### config.mk
export PLATFORM = sky130hd
export DESIGN_NAME = pipe_valid_ctl
export DESIGN_NICKNAME = d
export VERILOG_FILES = /design/src/rtl/pipe_ctl_pkg.sv /design/src/rtl/pipe_ctl_freeze.sv /design/src/rtl/pipe_ctl_skip.sv /design/src/rtl/pipe_ctl_stage.sv /design/src/rtl/pipe_valid_ctl.sv
export SDC_FILE = /design/constraint.sdc
export NUM_CORES = 1
export LEC_CHECK = 0
export ABC_AREA = 1
export BUFFER_PORTS_ARGS = -buffer_cell sky130_fd_sc_hd__buf_4
export CORE_MARGIN = 5
export CORE_UTILIZATION = 41
export DETAILED_ROUTE_END_ITERATION = 12
export GPL_TIMING_DRIVEN = 0
export PLACE_DENSITY = 0.76
export SETUP_SLACK_MARGIN = 0.5
export SYNTH_ARGS = -nofsm -noshare
export SYNTH_HDL_FRONTEND = slang
export SYNTH_SLANG_ARGS = --single-unit
### constraint.sdc
create_clock -name clk -period 1.2 [get_ports clk]
set_input_delay 0.06 -clock clk [delete_from_list [all_inputs] [get_ports clk]]
set_output_delay 0.06 -clock clk [all_outputs]
set_load 0.005 [all_outputs]
### src/rtl/pipe_ctl_pkg.sv
package pipe_ctl_pkg;
    // stage indices; order matters for hold prefixes and skip search
    localparam int STG_IF   = 0;
    localparam int STG_AC   = 1;
    localparam int STG_OF   = 2;
    localparam int STG_OP   = 3;
    localparam int STG_OS   = 4;
    localparam int NSTG     = 5;
    localparam int NREG     = NSTG - 1;

    // number of leading entries (PC counts as entry 0) that freeze per lock level
    localparam int ADDR_FRZ_DEPTH = STG_AC + 1;
    localparam int OPND_FRZ_DEPTH = STG_OF + 1;

    // stage that raises a skip
    localparam int SKIP_STG = STG_OP;

    typedef enum logic [1:0] {
        FRZ_NONE = 2'd0,
        FRZ_ADDR = 2'd1,
        FRZ_OPND = 2'd2
    } frz_e;

    function automatic int frz_depth(frz_e f);
        case (f)
            FRZ_ADDR: return ADDR_FRZ_DEPTH;
            FRZ_OPND: return OPND_FRZ_DEPTH;
            default:  return 0;
        endcase
    endfunction
endpackage

### src/rtl/pipe_ctl_freeze.sv
module pipe_ctl_freeze
    import pipe_ctl_pkg::*;
(
    input  logic            ad_lock_i,
    input  logic            op_lock_i,
    input  logic            flush_i,
    output logic [NSTG-1:0] hold_o,
    output logic [NSTG-1:1] bubble_o
);
    frz_e level;
    int   depth;

    always_comb begin
        // operand lock covers a longer prefix, so it wins
        if (op_lock_i)      level = FRZ_OPND;
        else if (ad_lock_i) level = FRZ_ADDR;
        else                level = FRZ_NONE;
        depth = frz_depth(level);
    end

    generate
        for (genvar k = 0; k < NSTG; k++) begin : g_hold
            assign hold_o[k] = !flush_i && (k < depth);
        end
        for (genvar k = 1; k < NSTG; k++) begin : g_bub
            assign bubble_o[k] = !flush_i && (depth != 0) && (k == depth);
        end
    endgenerate

    always_comb begin
        a_one_bubble_r4: assert ($onehot0(bubble_o));
    end
endmodule

### src/rtl/pipe_ctl_skip.sv
module pipe_ctl_skip
    import pipe_ctl_pkg::*;
#(
    parameter int S = SKIP_STG
)(
    input  logic            skip_en_i,
    input  logic [S-1:0]    vld_i,
    output logic [NSTG-1:0] kill_o
);
    logic found;

    always_comb begin
        kill_o = '0;
        found  = 1'b0;
        // nearest younger live instruction first
        for (int j = S - 1; j >= 0; j--) begin
            if (skip_en_i && !found && vld_i[j]) begin
                kill_o[j] = 1'b1;
                found     = 1'b1;
            end
        end
    end

    always_comb begin
        a_single_kill_r7: assert ($onehot0(kill_o));
    end
endmodule

### src/rtl/pipe_ctl_stage.sv
module pipe_ctl_stage #(
    parameter int W = 8
)(
    input  logic         clk,
    input  logic         rst_n,
    input  logic         hold_i,
    input  logic         bubble_i,
    input  logic         flush_i,
    input  logic         up_vld_i,
    input  logic         up_kill_i,
    input  logic         own_kill_i,
    input  logic [W-1:0] up_pl_i,
    output logic         vld_o,
    output logic [W-1:0] pl_o,
    output logic         load_o
);
    typedef struct packed {
        logic         vld;
        logic [W-1:0] pl;
    } stg_t;

    stg_t st_d, st_q;

    always_comb begin
        st_d   = st_q;
        load_o = flush_i || !hold_i;
        if (flush_i) begin
            st_d.vld = 1'b0;
            st_d.pl  = up_pl_i;
        end else if (hold_i) begin
            st_d.vld = st_q.vld && !own_kill_i;
        end else if (bubble_i) begin
            st_d.vld = 1'b0;
            st_d.pl  = up_pl_i;
        end else begin
            st_d.vld = up_vld_i && !up_kill_i;
            st_d.pl  = up_pl_i;
        end
    end

    always_ff @(posedge clk or negedge rst_n) begin
        if (!rst_n) st_q <= '0;
        else        st_q <= st_d;
    end

    assign vld_o = st_q.vld;
    assign pl_o  = st_q.pl;

    // a frozen register keeps its payload
    p_hold_pl_r2: assert property (@(posedge clk) disable iff (!rst_n)
        (hold_i && !flush_i) |=> (pl_o == $past(pl_o)));
    p_hold_vld_r3: assert property (@(posedge clk) disable iff (!rst_n)
        (hold_i && !flush_i && !own_kill_i) |=> (vld_o == $past(vld_o)));
    p_bubble_r4: assert property (@(posedge clk) disable iff (!rst_n)
        (bubble_i && !flush_i) |=> !vld_o);
    p_flush_r6: assert property (@(posedge clk) disable iff (!rst_n)
        flush_i |=> !vld_o);
    p_skip_move_r7: assert property (@(posedge clk) disable iff (!rst_n)
        (up_kill_i && !flush_i && !hold_i && !bubble_i) |=> !vld_o);
    p_skip_held_r7: assert property (@(posedge clk) disable iff (!rst_n)
        (own_kill_i && hold_i && !flush_i) |=> !vld_o);
    p_advance_r1: assert property (@(posedge clk) disable iff (!rst_n)
        (!flush_i && !hold_i && !bubble_i && !up_kill_i)
        |=> (vld_o == $past(up_vld_i) && pl_o == $past(up_pl_i)));
endmodule

### src/rtl/pipe_valid_ctl.sv
module pipe_valid_ctl
    import pipe_ctl_pkg::*;
#(
    parameter int PL_W = 8
)(
    input  logic                 clk,
    input  logic                 rst_n,
    input  logic                 ad_lock_i,
    input  logic                 op_lock_i,
    input  logic                 branch_i,
    input  logic                 skip_i,
    input  logic [NREG*PL_W-1:0] stage_res_i,
    input  logic [NSTG-1:0]      req_i,
    output logic [NSTG-1:0]      vld_o,
    output logic [NREG*PL_W-1:0] pl_o,
    output logic [NSTG-1:0]      en_o,
    output logic                 pc_branch_o,
    output logic [NSTG-1:0]      req_o
);
    logic [NSTG-1:0] vld;
    logic [NSTG-1:0] hold;
    logic [NSTG-1:1] bubble;
    logic [NSTG-1:0] kill;
    logic            br_eff;
    logic            sk_eff;
    logic            if_vld_d, if_vld_q;

    // a request from an empty stage is ignored
    assign br_eff = branch_i && vld[STG_OS];
    assign sk_eff = skip_i   && vld[SKIP_STG];

    pipe_ctl_freeze u_frz (
        .ad_lock_i (ad_lock_i),
        .op_lock_i (op_lock_i),
        .flush_i   (br_eff),
        .hold_o    (hold),
        .bubble_o  (bubble)
    );

    pipe_ctl_skip #(.S(SKIP_STG)) u_skip (
        .skip_en_i (sk_eff),
        .vld_i     (vld[SKIP_STG-1:0]),
        .kill_o    (kill)
    );

    // fetch-stage liveness: set on each new fetch, cleared by a skip while frozen
    always_comb begin
        if (br_eff)              if_vld_d = 1'b1;
        else if (hold[STG_IF])   if_vld_d = if_vld_q && !kill[STG_IF];
        else                     if_vld_d = 1'b1;
    end

    always_ff @(posedge clk or negedge rst_n) begin
        if (!rst_n) if_vld_q <= 1'b1;
        else        if_vld_q <= if_vld_d;
    end

    assign vld[STG_IF]  = if_vld_q;
    assign en_o[STG_IF] = !hold[STG_IF];
    assign pc_branch_o  = br_eff;

    generate
        for (genvar k = 1; k < NSTG; k++) begin : g_stg
            pipe_ctl_stage #(.W(PL_W)) u_stg (
                .clk        (clk),
                .rst_n      (rst_n),
                .hold_i     (hold[k]),
                .bubble_i   (bubble[k]),
                .flush_i    (br_eff),
                .up_vld_i   (vld[k-1]),
                .up_kill_i  (kill[k-1]),
                .own_kill_i (kill[k]),
                .up_pl_i    (stage_res_i[(k-1)*PL_W +: PL_W]),
                .vld_o      (vld[k]),
                .pl_o       (pl_o[(k-1)*PL_W +: PL_W]),
                .load_o     (en_o[k])
            );
        end
    endgenerate

    assign vld_o = vld;
    assign req_o = req_i & vld;

    p_reset_r8: assert property (@(posedge clk)
        !rst_n |=> (vld_o == 5'b00001));
    p_branch_r6: assert property (@(posedge clk) disable iff (!rst_n)
        (branch_i && vld_o[STG_OS]) |=> (vld_o == 5'b00001));
    p_branch_pc_r6: assert property (@(posedge clk) disable iff (!rst_n)
        (branch_i && vld_o[STG_OS]) |-> (en_o == 5'b11111 && pc_branch_o));
    p_lock_pc_r3: assert property (@(posedge clk) disable iff (!rst_n)
        ((ad_lock_i || op_lock_i) && !pc_branch_o) |-> !en_o[STG_IF]);
    p_os_runs_r2: assert property (@(posedge clk) disable iff (!rst_n)
        !pc_branch_o |-> en_o[STG_OS]);
    p_skip_gate_r5: assert property (@(posedge clk) disable iff (!rst_n)
        (!vld_o[STG_OP] && !pc_branch_o && !ad_lock_i && !op_lock_i)
        |=> (vld_o[STG_OS] == $past(vld_o[STG_OP])));
endmodule

---- After elaboration in Yosys (flattened, before gate mapping) ----
Cells that the tools add are included.
operators by class
  $lt $le $gt $ge ......................... 5
  equality and inequality tests ........... 10
  multiplexer cells ....................... 25
  bitwise operators ....................... 1
  reduce and logical (&&, ||, !) cells .... 35
operator list
  cell                number
  $mux 9              8
  $mux 8              4
  $reduce_bool 32->1  1
  $logic_and 1x1->1   20
  $mux 1              11
  $logic_not 1->1     10
  $ne 2x2->1 const B  4
  $and 5x5->5         1
  $eq 2x2->1 const A  2
  $logic_or 1x1->1    4
  $lt 1x2->1 const A  2
  $lt 2x2->1 const A  2
  $pmux 2 s2          1
  $eq 3x2->1 const A  1
  $lt 3x2->1 const A  1
  $eq 1x2->1 const A  1
  $eq 2x1->1 const B  1
  $eq 2x2->1 const B  1
  $mux 2              1
storage, ports and cells
  flip-flop bits (word level) ............. 37
  input port bits ......................... 43
  output and inout bits ................... 48
  logic and storage cells ................. 85

---- Longest topological paths before layout ----
Gate-level depths: netlist of the first run.
  depth after elaboration ................. 16
  mapped depth ............................ 7
  depth with buffers taken out ............ 7

---- By module ----
From an unflattened synthesis of the first run, not the netlist that was laid out.
second synthesis, totals
  cell total of the unflattened synthesis .. 216
  area total of the unflattened synthesis .. 1716.6 sq um
modules (own cells, without submodules)
  module           times used  cells an instance  area an instance (sq um)  seq. area each (sq um)
  pipe_ctl_stage   4           43                 369.1                     225.2
  pipe_valid_ctl   1           20                 110.1                     26.3
  pipe_ctl_freeze  1           13                 76.3                      0.0
  pipe_ctl_skip    1           11                 53.8                      0.0

---- Worst setup path after synthesis of the first run ----
Ideal clock, no wire load.
  path type ............................... register to register
  from .................................... reg g_stg[4].u_stg.st_q, in the netlist g_stg[4].u_stg.vld_o
  to ...................................... reg g_stg[1].u_stg.st_q, in the netlist g_stg[1].u_stg.vld_o
  library setup time ...................... 113 ps
  arrival time ............................ 803 ps
  required time ........................... 1087 ps
  setup slack ............................. 284 ps
  cell stages (with the launch flop) ...... 7
  buffers on the path ..................... 1
  clock period less this slack ............ 916 ps
  path through ............................ dfrtp_1 > nand2_2 > o21ai_2 > buf_6 > nand2_1 > nand2_1 > inv_1
RTL lines
  what                    RTL line              text
  from (decl)             pipe_ctl_stage.sv:22  stg_t st_d, st_q;
  from (signal assigned)  pipe_ctl_stage.sv:43  else st_q <= st_d;
  to (signal assigned)    pipe_ctl_stage.sv:43
  to (decl)               pipe_ctl_stage.sv:22

---- Final worst setup path of the first run ----
  from .................................... reg g_stg[4].u_stg.st_q, in the netlist g_stg[4].u_stg.vld_o
  to ...................................... out en_o[1]
on the way
  word-level cells in the longest chain between the ends .. 5
RTL lines
  what                 RTL line               text
  $logic_and 1x1->1 *  pipe_valid_ctl.sv:29   assign br_eff = branch_i && vld[STG_OS];
  $logic_not 1->1      pipe_ctl_freeze.sv:23  assign hold_o[k] = !flush_i && (k < depth);
  $logic_and 1x1->1    pipe_ctl_freeze.sv:23
  $logic_not 1->1      pipe_ctl_stage.sv:26   load_o = flush_i || !hold_i;
  $logic_or 1x1->1 *   pipe_ctl_stage.sv:26
  to (decl)            pipe_valid_ctl.sv:16   output logic [NSTG-1:0] en_o,
Mark *: on every way between the ends. The rest lies on a longest branch, timed or not.

==> results.json, run 1 <==
{
  "diodes": 0,
  "grt_max_degree": 38,
  "area_growth_pct": 115.0,
  "place.gp.congestion": 0.7535,
  "critical_path.top_delay_family": "flip-flops",
  "cp_max_fo": 4,
  "dp_hpwl_um": 2661,
  "finalWirelength_um": 5817,
  "grt_pass1_wl_um": 8052,
  "period_share_pct": 113.2,
  "dieArea_um2": 4605,
  "critPathMaxStageDelay_ps": 440,
  "die_y_um": 67.86,
  "gr-usage-all-layers_pct": 24.32,
  "outcome": "complete, but fails checks",
  "drv_slew": 0,
  "overflow": 0,
  "hold_viol": 0,
  "path_buf_inv": 3,
  "post_drt_via_cell_ratio": 4.777,
  "grt_pass1_vias": 1673,
  "min_period_ps": 1359,
  "std_cell_rows": 21,
  "htree_levels": 2,
  "yosysSeqAreaShare_pct": 67.55,
  "stdcell_area_um2": 2952,
  "crit_path_frequent_cell": "buf_6",
  "powerDensity_nw_per_um2": 1164,
  "fillCellCount": 128,
  "drive_gt1_share_pct": 55.24,
  "maxCapViolCount": 0,
  "cp_cell_sequence": "nand2_4 -> buf_6 -> o21ai_2 -> buf_4 -> buf_6",
  "ys_seq_elements": 37,
  "max_freq_mhz": 735.9,
  "cts_buffers": 5,
  "mostFrequentLayoutCells": "buf_4 (65), buf_6 (54), nand2_1 (40), dfrtp_1 (36), dlygate4sd3_1 (33)",
  "io_buffers": 88,
  "drc": 0,
  "io_pins": 91,
  "critPathArrivalTime_ps": 1300,
  "p_leak_nw": 1.570,
  "holdCritPathClass": "input pin to flop",
  "worstPathRequired_ps": 1140,
  "syn_area_um2": 1373,
  "clk_path_buf_depth": 2,
  "cp-end-kind": "output pin",
  "start_util_pct": 41.79,
  "worst-setup-path-type": "flop to output pin",
  "vias": 1586,
  "clkLatencyLatePin_ps": 340,
  "violations": "negative setup slack",
  "ant_nets": 0,
  "dr.pass1.iters": 4,
  "drtIter0Drc": 78,
  "avgSynthCellArea_um2": 10.17,
  "cts-root-buf": "clkbuf_4",
  "rsz0062_at_grt": "yes",
  "postPlaceCellArea_um2": 2102,
  "synth_cells": 135,
  "die_x_um": 67.86,
  "synth_top_cell_by_area": "dfrtp_1",
  "core_area_um2": 3284,
  "fin_ws_ps": -158.9,
  "holdWs_ps": 45.46,
  "tritoncts": "yes",
  "clock-sinks": 37,
  "vdd_drop_max_mv": 0.8278,
  "final_nets": 329,
  "synth_top_area_share_pct": 65.63,
  "wl_per_cell_um": 17.52,
  "yosys-top-cells-area": "dfrtp_1 (66%), nand2_1 (15%), buf_4 (4.9%), nand3_1 (3.6%), inv_1 (2.5%)",
  "crit_path_top_delay_cell": "dfrtp_1",
  "start_kind": "flop",
  "finalClockSkew_ps": 14.03,
  "synth_cell_type_count": 16,
  "clk_pin_slew_worst_paths_ps": 110,
  "antenna_found_initial": 0,
  "yosys_warnings": 0,
  "setup_viol": 13,
  "layout_commonest_cell": "buf_4"
}
==> cell families after synthesis <==
group / after synthesis / share of synthesized area, %
buffers and inverters: 23 / 9.935
and+or+nand+nor: 71 / 20.78
AOI/OAI and AO/OA: 3 / 1.459
other: 1 / 0.2732
DFF: 37 / 67.55
==> where the power goes <==
part	internal, mW	leakage [nW]	switching [mW]
sequential	1.39	0.443	0.126
combinational	0.761	1.10	0.480
clock	0.277	0.0314	0.402
total	2.43	1.57	1.01
==> layout make-up <==
type                            count  area [µm²]  area share, %
Timing Repair Buffer              142        1336          45.27
Sequential cell                    37       927.1          31.41
Multi-Input combinational cell     76       410.4          13.90
Buffer                             12       110.1          3.730
Tap cell                           46       57.56          1.950
Clock buffer                        7       55.05          1.865
Inverter                           11       48.80          1.653
Timing Repair inverter              1       6.256         0.2120
==> through the flow <==
stage	cells	utilization (%)	power, mW	TNS, ps	worst slack [ps]
after floorplan	136	-	1.768	0	284.0
after global placement	270	64.00	2.205	0	139.7
after detailed placement	270	64.00	2.225	0	130.0
after CTS	327	87.62	3.259	-341.6	-111.1
after global routing	332	89.87	3.594	-1181	-190.2
final	332	89.87	3.435	-703.7	-158.9
==> worst register-to-register path, cell delays in order, from the launching register on <==
cell	delay [ps]
dfrtp_1	440
nand2_4	110
o21ai_2	90
buf_6	120
buf_6	110
buf_8	130
nand2_2	80
nand2_1	70
==> per-layer routing <==
metal / wire length, µm / GRT usage, %
met5: 0 / 0
met4: 184 / 13.15
met3: 492 / 5.747
met2: 3344 / 48.24
met1: 1795 / 22.27
==> state kept, by name, indices dropped and copies added, names as in the netlist <==
signal,flops
g_stg.u_stg.pl_o,32
g_stg.u_stg.vld_o,4
if_vld_q,1
==> cells in the mapped netlist (all sizes together) <==
| library cell | instances |
|---|---|
| nor2 | 3 |
| o22ai | 1 |
| buf | 12 |
| conb | 1 |
| o21ai | 2 |
| inv | 11 |
| nor3 | 1 |
| nand2 | 57 |
| nand3 | 10 |
| dfstp | 1 |
| dfrtp | 36 |
==> path summary, 6_finish.rpt <==
path	slack, ps	endpoint	cells after the start	start
hold reg to reg	510	g_stg[1].u_stg.pl_o[0]	2	g_stg[1].u_stg.pl_o[0]
setup / recovery	-160	en_o[1]	5	g_stg[4].u_stg.vld_o
hold / removal	50	g_stg[3].u_stg.vld_o	4	skip_i
setup reg to reg	-50	g_stg[1].u_stg.pl_o[6]	7	g_stg[4].u_stg.vld_o
max in group asynchronous	680	g_stg[3].u_stg.pl_o[1]	2	rst_n
min in group asynchronous	180	g_stg[1].u_stg.pl_o[5]	2	rst_n
==> timing repair <==
item / CTS / global route
endpoints found under the setup margin: 67 / 67
pin swaps: 9 / 7
gates cloned: 1 / 0
endpoints found under the hold margin: 68 / 0
hold buffers: 33 / 0
setup buffers: 16 / 5
resized for setup: 75 / 11
Note: power is estimated with default switching activity, not from simulation.
==> inputs of run 2 (changes only) <==
--- a/config.mk
+++ b/config.mk
@@ -13,6 +13,7 @@
 export GPL_TIMING_DRIVEN = 0
 export PLACE_DENSITY = 0.76
 export SETUP_SLACK_MARGIN = 0.5
+export SKIP_CTS_REPAIR_TIMING = 1
 export SYNTH_ARGS = -nofsm -noshare
 export SYNTH_HDL_FRONTEND = slang
 export SYNTH_SLANG_ARGS = --single-unit
==> run 2 against run 1 <==
The flow still finishes with violations (negative setup slack). Sequential share of layout area rose by 1.9 points. Combinational power fell by 15%. Sequential power barely moved. Clock power fell by 4.6%. Cell count fell by 3.0%. Design area fell by 5.5%. Non-clock buffer count fell by 9. Via count fell by 8.8%. Critical path depth did not move. Register-to-register slack improved by 130 ps. Clock skew fell by 5.0 ps. First-iteration DRC count fell by 5.1%. Largest cell class unchanged.
==> results.json, run 2 (synthesized netlist as in run 1, its figures left out) <==
{
  "critPathMaxStageDelay_ps": 440,
  "grt_max_degree": 38,
  "std_cell_rows": 21,
  "fin_ws_ps": -161.1,
  "die_y_um": 67.86,
  "mostFrequentLayoutCells": "buf_4 (60), nand2_1 (52), buf_6 (50), dfrtp_1 (35), dlygate4sd3_1 (33)",
  "holdCritPathClass": "input pin to flop",
  "clock-sinks": 37,
  "clk_path_buf_depth": 2,
  "setup_viol": 5,
  "start_kind": "flop",
  "post_drt_via_cell_ratio": 4.494,
  "dieArea_um2": 4605,
  "core_area_um2": 3284,
  "cp-end-kind": "output pin",
  "gr-usage-all-layers_pct": 14.67,
  "violations": "negative setup slack",
  "cts-root-buf": "clkbuf_4",
  "stdcell_area_um2": 2790,
  "antenna_found_initial": 0,
  "drv_slew": 0,
  "seqCellArea_um2": 928.4,
  "start_util_pct": 41.79,
  "cp_cell_sequence": "nand2_4 -> buf_8 -> o21ai_2 -> buf_4 -> buf_6",
  "worst-setup-path-type": "flop to output pin",
  "use_met1_pct": 17.13,
  "holdPathStages": 4,
  "clkLatencyLatePin_ps": 330,
  "finalNonFillerCells": 322,
  "maxCapViolCount": 0,
  "fillCellCount": 159,
  "finalWirelength_um": 4866,
  "io_pins": 91,
  "final_util_pct": 84.95,
  "diodes": 0,
  "critPathArrivalTime_ps": 1300,
  "worstPathRequired_ps": 1140,
  "finalClockSkew_ps": 9.026,
  "tritoncts": "yes",
  "cp_num_cells": 5,
  "rsz0062_at_grt": "yes",
  "path_buf_inv": 3,
  "min_period_ps": 1361,
  "drtIter0Drc": 74,
  "area_growth_pct": 103.3,
  "cts_buffers": 5,
  "p_leak_nw": 1.495,
  "hold_viol": 0,
  "grt_pass1_vias": 1146,
  "place.gp.congestion": 0.7535,
  "layout_commonest_cell": "buf_4",
  "overflow": 0,
  "max_freq_mhz": 734.7,
  "clk_pin_slew_worst_paths_ps": 110,
  "ant_nets": 0,
  "io_buffers": 88,
  "dr.pass1.iters": 4,
  "cp_max_fo": 5,
  "wl_per_cell_um": 15.11,
  "period_share_pct": 113.4,
  "drc": 0,
  "grt_pass1_wl_um": 5023,
  "gr-usage-met2_pct": 24.42,
  "dp_hpwl_um": 2661,
  "largest_reg_flops": 32,
  "critical_path.top_delay_family": "flip-flops",
  "drive_gt1_share_pct": 47.83,
  "multi_input_area_um2": 341.6,
  "vias": 1447,
  "vdd_drop_max_mv": 0.8988,
  "crit_path_top_delay_cell": "dfrtp_1",
  "report.power.total_mw": 3.226,
  "busiest_layer": "met2",
  "postPlaceCellArea_um2": 2102,
  "die_x_um": 67.86,
  "met3_usage_pct": 4.433,
  "preCtsSetupSlack_ps": 130.0,
  "final_nets": 319,
  "reg2reg_depth": 6,
  "htree_levels": 2,
  "dp_cells": 270,
  "powerDensity_nw_per_um2": 1156,
  "outcome": "complete, but fails checks"
}
-- run 2: changes by cell type in the layout (fill, tap and decap cells not counted), moves of 2 or more --
cell     previous run  this run
nor2_4              2         0
buf_4              65        60
nand2_1            40        52
nand3_2             2         0
buf_6              54        50
nand2_2            13         3
nand2_4             4         2
nand3_1             8        10
-- run 2: final cells by class --
class / count / area share, %
flip-flops and latches: 37 / 33.27
well taps: 46 / 2.063
clock buffers: 7 / 1.973
inverters: 11 / 1.570
repair buffers: 133 / 44.80
multi-input cells: 76 / 12.24
plain buffers: 12 / 4.081
-- run 2: worst paths after layout --
check,start,endpoint,slack (ps)
worst max-delay path,g_stg[4].u_stg.vld_o,en_o[1],-160
worst min-delay path,ad_lock_i,g_stg[2].u_stg.vld_o,60
worst max register to register,g_stg[4].u_stg.vld_o,g_stg[2].u_stg.pl_o[0],80
worst min register to register,g_stg[1].u_stg.pl_o[6],g_stg[1].u_stg.pl_o[6],520
max in group asynchronous,rst_n,if_vld_q,620
min in group asynchronous,rst_n,g_stg[2].u_stg.pl_o[0],240
-- run 2: metrics by stage --
stage | setup TNS [ps] | hold slack (ps)
global route | -907.3 | 63.70
finish | -571.7 | 55.28
global placement | 0 | 40.16
CTS | -644.4 | -317.7
floorplan | 0 | -235.6
detailed placement | 0 | 44.15
-- run 2: power breakdown --
part           switching [mW]  internal, mW
combinational           0.377         0.686
sequential              0.125          1.39
clock                   0.371         0.277
total                   0.874          2.35
-- run 2: routing by layer --
layer | vias to the layer above | wire length (µm)
met1 | 684 | 1643
li1 | 678 | -
met3 | 14 | 329
met4 | 0 | 166
met5 | - | 0
met2 | 71 | 2725
-- run 2: tightest hold or removal path, stage by stage --
cell,delay [ps]
buf_4,110
nor2_1,40
nand2_1,60
o22ai_1,70
